`config.mk`:
```
export PLATFORM = sky130hd
export DESIGN_NAME = afe_nibble_link
export DESIGN_NICKNAME = d
export VERILOG_FILES = /design/src/rtl/afe_nib_pkg.sv /design/src/rtl/nib_phase_ctrl.sv /design/src/rtl/nib_rx_packer.sv /design/src/rtl/nib_tx_serializer.sv /design/src/rtl/afe_nibble_link.sv
export SDC_FILE = /design/constraint.sdc
export NUM_CORES = 1
export LEC_CHECK = 0
export BUFFER_PORTS_ARGS = -buffer_cell sky130_fd_sc_hd__buf_2
export CAP_MARGIN = 20
export CORE_AREA = 4 4 72 74
export CTS_BUF_LIST = sky130_fd_sc_hd__clkbuf_4
export CTS_CLUSTER_SIZE = 14
export DETAILED_ROUTE_END_ITERATION = 16
export DIE_AREA = 0 0 76 78
export PLACE_DENSITY_LB_ADDON = 0.3
export SYNTH_ARGS = -nofsm -noshare
export SYNTH_HDL_FRONTEND = slang
export SYNTH_SLANG_ARGS = --single-unit
```
`constraint.sdc`:
```
create_clock -name clk -period 3.79 [get_ports clk]
set_input_delay 0 -clock clk [delete_from_list [all_inputs] [get_ports clk]]
set_output_delay 0 -clock clk [all_outputs]
set_load 0.01 [all_outputs]
```
`src/rtl/afe_nib_pkg.sv`:
```
package afe_nib_pkg;

  localparam int unsigned DEF_NIB_W = 4;
  localparam int unsigned DEF_NIBS  = 4;

  // Per-cycle framing qualifiers shared by the datapath lanes.
  typedef struct packed {
    logic live;   // framing established (or being established this cycle)
    logic last;   // this cycle samples the final nibble of a group
  } slot_t;

endpackage

```
`src/rtl/nib_phase_ctrl.sv`:
```
module nib_phase_ctrl
  import afe_nib_pkg::*;
#(
  parameter int unsigned NIBS = DEF_NIBS
) (
  input  logic  clk,
  input  logic  rst,
  input  logic  sow_i,
  output slot_t slot_o
);
  localparam int unsigned IDX_W = (NIBS > 1) ? $clog2(NIBS) : 1;
  localparam logic [IDX_W-1:0] IDX_LAST = IDX_W'(NIBS - 1);

  logic [IDX_W-1:0] ph_q;
  logic             synced_q;
  logic [IDX_W-1:0] idx;
  logic             live;

  // A strobe forces the current slot to zero, dropping any partial group.
  assign idx  = sow_i ? '0 : ph_q;
  assign live = synced_q | sow_i;

  always_ff @(posedge clk) begin
    if (rst) begin
      ph_q     <= '0;
      synced_q <= 1'b0;
    end else begin
      if (sow_i) synced_q <= 1'b1;
      if (live) begin
        if (idx == IDX_LAST) ph_q <= '0;
        else                 ph_q <= idx + 1'b1;
      end
    end
  end

  assign slot_o.live = live;
  assign slot_o.last = live && (idx == IDX_LAST);

endmodule

```
`src/rtl/nib_rx_packer.sv`:
```
module nib_rx_packer
  import afe_nib_pkg::*;
#(
  parameter int unsigned NIB_W = DEF_NIB_W,
  parameter int unsigned NIBS  = DEF_NIBS
) (
  input  logic                    clk,
  input  logic                    rst,
  input  slot_t                   slot_i,
  input  logic                    quiet_i,
  input  logic [NIB_W-1:0]        nib_i,
  output logic [NIB_W*NIBS-1:0]   word_o,
  output logic                    valid_o
);
  localparam int unsigned WORD_W = NIB_W * NIBS;

  logic [WORD_W-1:0] acc_q;
  logic [WORD_W-1:0] acc_next;

  generate
    if (NIBS > 1) begin : g_multi
      assign acc_next = {acc_q[WORD_W-NIB_W-1:0], nib_i};
    end else begin : g_single
      assign acc_next = nib_i;
    end
  endgenerate

  always_ff @(posedge clk) begin
    if (rst) begin
      acc_q   <= '0;
      word_o  <= '0;
      valid_o <= 1'b0;
    end else begin
      valid_o <= 1'b0;
      if (slot_i.live) acc_q <= acc_next;
      if (slot_i.last && !quiet_i) begin
        word_o  <= acc_next;
        valid_o <= 1'b1;
      end
    end
  end

endmodule

```
`src/rtl/nib_tx_serializer.sv`:
```
module nib_tx_serializer
  import afe_nib_pkg::*;
#(
  parameter int unsigned NIB_W = DEF_NIB_W,
  parameter int unsigned NIBS  = DEF_NIBS
) (
  input  logic                    clk,
  input  logic                    rst,
  input  slot_t                   slot_i,
  input  logic                    quiet_i,
  input  logic [NIB_W*NIBS-1:0]   word_i,
  output logic [NIB_W-1:0]        nib_o
);
  localparam int unsigned WORD_W = NIB_W * NIBS;

  logic [WORD_W-1:0] sh_q;
  logic [NIB_W-1:0]  nib_next;

  always_comb begin
    nib_next = '0;
    if (slot_i.last)      nib_next = word_i[WORD_W-1 -: NIB_W];
    else if (slot_i.live) nib_next = sh_q[WORD_W-1 -: NIB_W];
  end

  always_ff @(posedge clk) begin
    if (rst) begin
      sh_q  <= '0;
      nib_o <= '0;
    end else begin
      if (slot_i.last)      sh_q <= word_i << NIB_W;
      else if (slot_i.live) sh_q <= sh_q << NIB_W;
      nib_o <= quiet_i ? '0 : nib_next;
    end
  end

endmodule

```
`src/rtl/afe_nibble_link.sv`:
```
module afe_nibble_link
  import afe_nib_pkg::*;
#(
  parameter int unsigned NIB_W = DEF_NIB_W,
  parameter int unsigned NIBS  = DEF_NIBS
) (
  input  logic                   clk,
  input  logic                   rst,
  input  logic                   lp_req_i,
  input  logic                   loop_en_i,
  input  logic                   afe_sow_i,
  input  logic [NIB_W-1:0]       afe_rx_nib_i,
  input  logic [NIB_W*NIBS-1:0]  tx_word_i,
  input  logic [NIB_W*NIBS-1:0]  echo_word_i,
  output logic [NIB_W-1:0]       afe_tx_nib_o,
  output logic [NIB_W-1:0]       afe_echo_nib_o,
  output logic                   afe_lp_o,
  output logic [NIB_W*NIBS-1:0]  rx_word_o,
  output logic                   rx_valid_o
);
  localparam int unsigned WORD_W = NIB_W * NIBS;
  localparam int unsigned LANES  = 2;   // lane 0: transmit, lane 1: echo

  slot_t             slot;
  logic [WORD_W-1:0] lane_word [LANES];
  logic [NIB_W-1:0]  lane_nib  [LANES];
  logic [NIB_W-1:0]  rx_src;

  nib_phase_ctrl #(.NIBS(NIBS)) u_phase (
    .clk    (clk),
    .rst    (rst),
    .sow_i  (afe_sow_i),
    .slot_o (slot)
  );

  assign lane_word[0] = tx_word_i;
  assign lane_word[1] = echo_word_i;

  generate
    for (genvar l = 0; l < LANES; l++) begin : g_lane
      nib_tx_serializer #(.NIB_W(NIB_W), .NIBS(NIBS)) u_ser (
        .clk     (clk),
        .rst     (rst),
        .slot_i  (slot),
        .quiet_i (lp_req_i),
        .word_i  (lane_word[l]),
        .nib_o   (lane_nib[l])
      );
    end
  endgenerate

  assign afe_tx_nib_o   = lane_nib[0];
  assign afe_echo_nib_o = lane_nib[1];

  // Input selector ahead of the receive packer.
  assign rx_src = loop_en_i ? lane_nib[0] : afe_rx_nib_i;

  nib_rx_packer #(.NIB_W(NIB_W), .NIBS(NIBS)) u_rx (
    .clk     (clk),
    .rst     (rst),
    .slot_i  (slot),
    .quiet_i (lp_req_i),
    .nib_i   (rx_src),
    .word_o  (rx_word_o),
    .valid_o (rx_valid_o)
  );

  always_ff @(posedge clk) begin
    if (rst) afe_lp_o <= 1'b0;
    else     afe_lp_o <= lp_req_i;
  end

endmodule

```
==> impl_metrics.env <==
export IMPL_p_seq_share_pct=59.2
export IMPL_powerDensity_nw_per_um2=357
export IMPL_die_w_um=76
export IMPL_cts_buffer_depth=2
export IMPL_cts_htree_levels=3
export IMPL_r2r_start="u_phase.ph_q[0]"
export IMPL_leakage_nw=1.33
export IMPL_slowest_delay_ns=0.58
export IMPL_track_usage_pct=22.0
export IMPL_syn_inst=278
export IMPL_cp_top_family="buffers and inverters"
export IMPL_drt_iter0_drc=164
export IMPL_p_total_mw=1.21
export IMPL_hold_depth=3
export IMPL_cts_root_buf="clkbuf_4"
export IMPL_ir_drop_uv=251
export IMPL_gp_congestion=0.763
export IMPL_setup_viol=0
export IMPL_min_from="tx_word_i[9]"
export IMPL_yosysTopAreaCellShare_pct=49.5
export IMPL_setup_tns_ns=0
export IMPL_crit_path_max_fanout=34
export IMPL_num_io_pins=67
export IMPL_clock_skew_ns=0.0114
export IMPL_drive_above_1_share_pct=28.2
export IMPL_arrival_ns=2.43
export IMPL_syn_to_final_growth_pct=28.8
export IMPL_yosysWarnings=0
export IMPL_hpwl_mm=3.64
export IMPL_fin_util_pct=73.6
export IMPL_nFillCells=359
export IMPL_r2r_end="g_lane[0].u_ser.sh_q[5]"
export IMPL_min_path_type="in2reg"
export IMPL_ys_top_cells_by_area="dfxtp_1 50%, mux2i_1 11%, a211oi_2 9.5%, a21oi_1 6.3%, nor2_1 4.9%"
export IMPL_critPathRequiredTime_ns=4.13
export IMPL_cap_violations=0
export IMPL_crit_type="reg2reg"
export IMPL_fmax_mhz=478
export IMPL_start_util_pct=57.2
export IMPL_dr_total_vias=2285
export IMPL_worst_path_buf_inv=2
export IMPL_yosys_register_bits=65
export IMPL_grt_pass1_wl_mm=10.4
export IMPL_clkTransAtPathRegs_ns=0.10
export IMPL_vias_per_cell=5.35
export IMPL_slew_violations=0
export IMPL_status="finished, final reports clean"
export IMPL_slowest_stage="dlygate4sd3_1"
export IMPL_dr_pass1_iters=4
export IMPL_clock_sinks=65
export IMPL_worstMarginPinSlew_ns=0.990
export IMPL_gr_total_overflow=0
export IMPL_hold_end="g_lane[0].u_ser.sh_q[13]"
export IMPL_swShare_pct=24.9
export IMPL_synthFlopType="dfxtp_1"
export IMPL_tritoncts="yes"
export IMPL_antenna_found_initial=0
export IMPL_ys_seq_area_share_pct=49.5
export IMPL_netlist_cell_type_count=23
export IMPL_cp_end_kind="flop"
export IMPL_clockPowerShare_pct=28.9
export IMPL_syn_cell_area_um2=2630
export IMPL_period_needed_ns=2.09
export IMPL_diodes=0
export IMPL_synth_fp_nets=320
export IMPL_routed_wl_mm=6.13
export IMPL_startpoint_type="flop"
export IMPL_combPwrFrac_pct=11.9
export IMPL_rows=25
export IMPL_netlist_top_cells_count="65 x dfxtp_1, 34 x nor2_1, 33 x a21oi_1, 28 x mux2i_1, 26 x nand2_1"
export IMPL_drtAntennaViolNets=0
export IMPL_p_switching_mw=0.301
export IMPL_cts_buffers=9
export IMPL_max_slew_margin_rel_pct=33.8
export IMPL_rsz0062_at_grt="no"
export IMPL_synthMostInstantiatedCell="dfxtp_1"
export IMPL_core_area_um2=4600
export IMPL_grt_max_degree=41
export IMPL_synth_area_leader_cell="dfxtp_1"
export IMPL_wl_per_cell_um=14.4
export IMPL_reg2reg_depth=6
export IMPL_io_buffer_count=66
export IMPL_setup_reg_to_reg_worst_slack_ns=1.70
export IMPL_fin_nets=413
export IMPL_synth_async_reset_ratio_pct=0
export IMPL_hold_viol=0
export IMPL_first_global_vias=2198
export IMPL_synth_edff_count=0
export IMPL_die_h_um=78
export IMPL_crit_chain="nor2b_1 -> ha_2 -> buf_4 -> nand3_1 -> a21oi_1 -> dlygate4sd3_1"
export IMPL_route_detailed_drc=0
export IMPL_die_area_um2=5930
export IMPL_period_share_pct=55.2
export IMPL_avgSynthCellArea_um2=9.46
export IMPL_p_int_mw=0.909
export IMPL_insertion_delay_ns=0.39
==> what timing repair did <==
item / CTS / global route
gates resized for setup: 0 / 0
buffers inserted: 0 / 0
endpoints found under the hold margin: 34 / 0
hold buffers: 38 / 0
==> power by group through the flow <==
stage          combinational (mW)  sequential [mW]  clock (mW)
2_1_floorplan              0.0823            0.731           0
3_3_place_gp                0.113            0.732           0
3_5_place_dp                0.115            0.732           0
4_1_cts                     0.141            0.716       0.366
5_1_grt                     0.157            0.720       0.395
6_report                    0.144            0.716       0.350
==> placed cells by master (no fill, tap or decap), types with 4 or more instances in the layout <==
master / n
a211oi_1: 4
a211oi_2: 20
a21oi_1: 33
buf_2: 66
buf_4: 4
clkbuf_4: 11
dfxtp_1: 65
dlygate4sd3_1: 38
mux2i_1: 28
nand2_1: 26
nand3_1: 20
nor2_1: 33
nor2b_1: 4
o21ai_0: 11
==> worst reg2reg max path: stages, from the launching register on <==
cell,delay (ns)
dfxtp_1,0.35
nor2b_1,0.15
ha_2,0.18
buf_4,0.43
nand3_1,0.15
a21oi_1,0.22
dlygate4sd3_1,0.58
==> cell type report <==
class | count | area, um^2 | share of cell area [%]
Multi-Input combinational cell | 186 | 1180 | 34.9
Timing Repair Buffer | 108 | 741 | 21.9
Tap cell | 54 | 67.6 | 2.00
Clock inverter | 2 | 8.76 | 0.259
Clock buffer | 11 | 82.6 | 2.44
Sequential cell | 65 | 1300 | 38.4
Inverter | 1 | 3.75 | 0.111
==> state kept, by name, summed over array words and instances (netlist names) <==
register            cells
afe_lp_o                1
g_lane.u_ser.nib_o      8
g_lane.u_ser.sh_q      24
u_phase.ph_q            2
u_phase.synced_q        1
u_rx.acc_q             12
u_rx.valid_o            1
u_rx.word_o            16
==> per-stage QoR <==
stage | setup slack (ns) | std cells | area (um^2) | hold slack [ns]
global placement | 1.84 | 376 | 2910 | 0.235
CTS | 1.75 | 427 | 3390 | 0.00664
finish | 1.70 | 427 | 3390 | 0.0414
global route | 1.55 | 427 | 3390 | 0.0477
detailed placement | 1.77 | 376 | 2910 | 0.243
floorplan | 2.39 | 278 | 2630 | 0.121
==> how the worst max path moves through the flow <==
stage	startpoint	to	slack, ns	cells past startpoint
2_1_floorplan	u_phase.ph_q[0]	g_lane[0].u_ser.sh_q[13]	2.39	6
3_3_place_gp	u_phase.ph_q[0]	u_rx.word_o[0]	1.84	6
3_5_place_dp	u_phase.ph_q[0]	u_rx.word_o[0]	1.77	6
4_1_cts	u_phase.ph_q[0]	u_rx.word_o[2]	1.75	6
5_1_grt	u_phase.ph_q[1]	u_rx.word_o[2]	1.55	6
6_report	u_phase.ph_q[0]	g_lane[0].u_ser.sh_q[5]	1.70	6
==> metal layers <==
layer	GRT usage [%]	wire length, um	share of wire, %	up-vias
met5	0	0	0	-
met4	11.0	130	2.1	0
met3	6.15	268	4.4	11
met2	37.7	3220	52	56
met1	24.8	2510	41	1066
li1	-	-	-	1152
==> kinds of logic (layout without fill, tap and decap cells) <==
family                   after synthesis  in the layout  share of synthesized area, %
AO/OA/AOI/OAI                         69             69                          19.2
multiplexers                          28             28                          10.7
adder cells (fa/ha/maj)                1              1                         0.476
AND/OR/NAND/NOR                       87             87                          14.0
flip-flops                            65             65                          49.5
buffers and inverters                 27            122                          5.76
XOR/XNOR                               1              1                         0.333
Power figures use the tool's default switching activity.
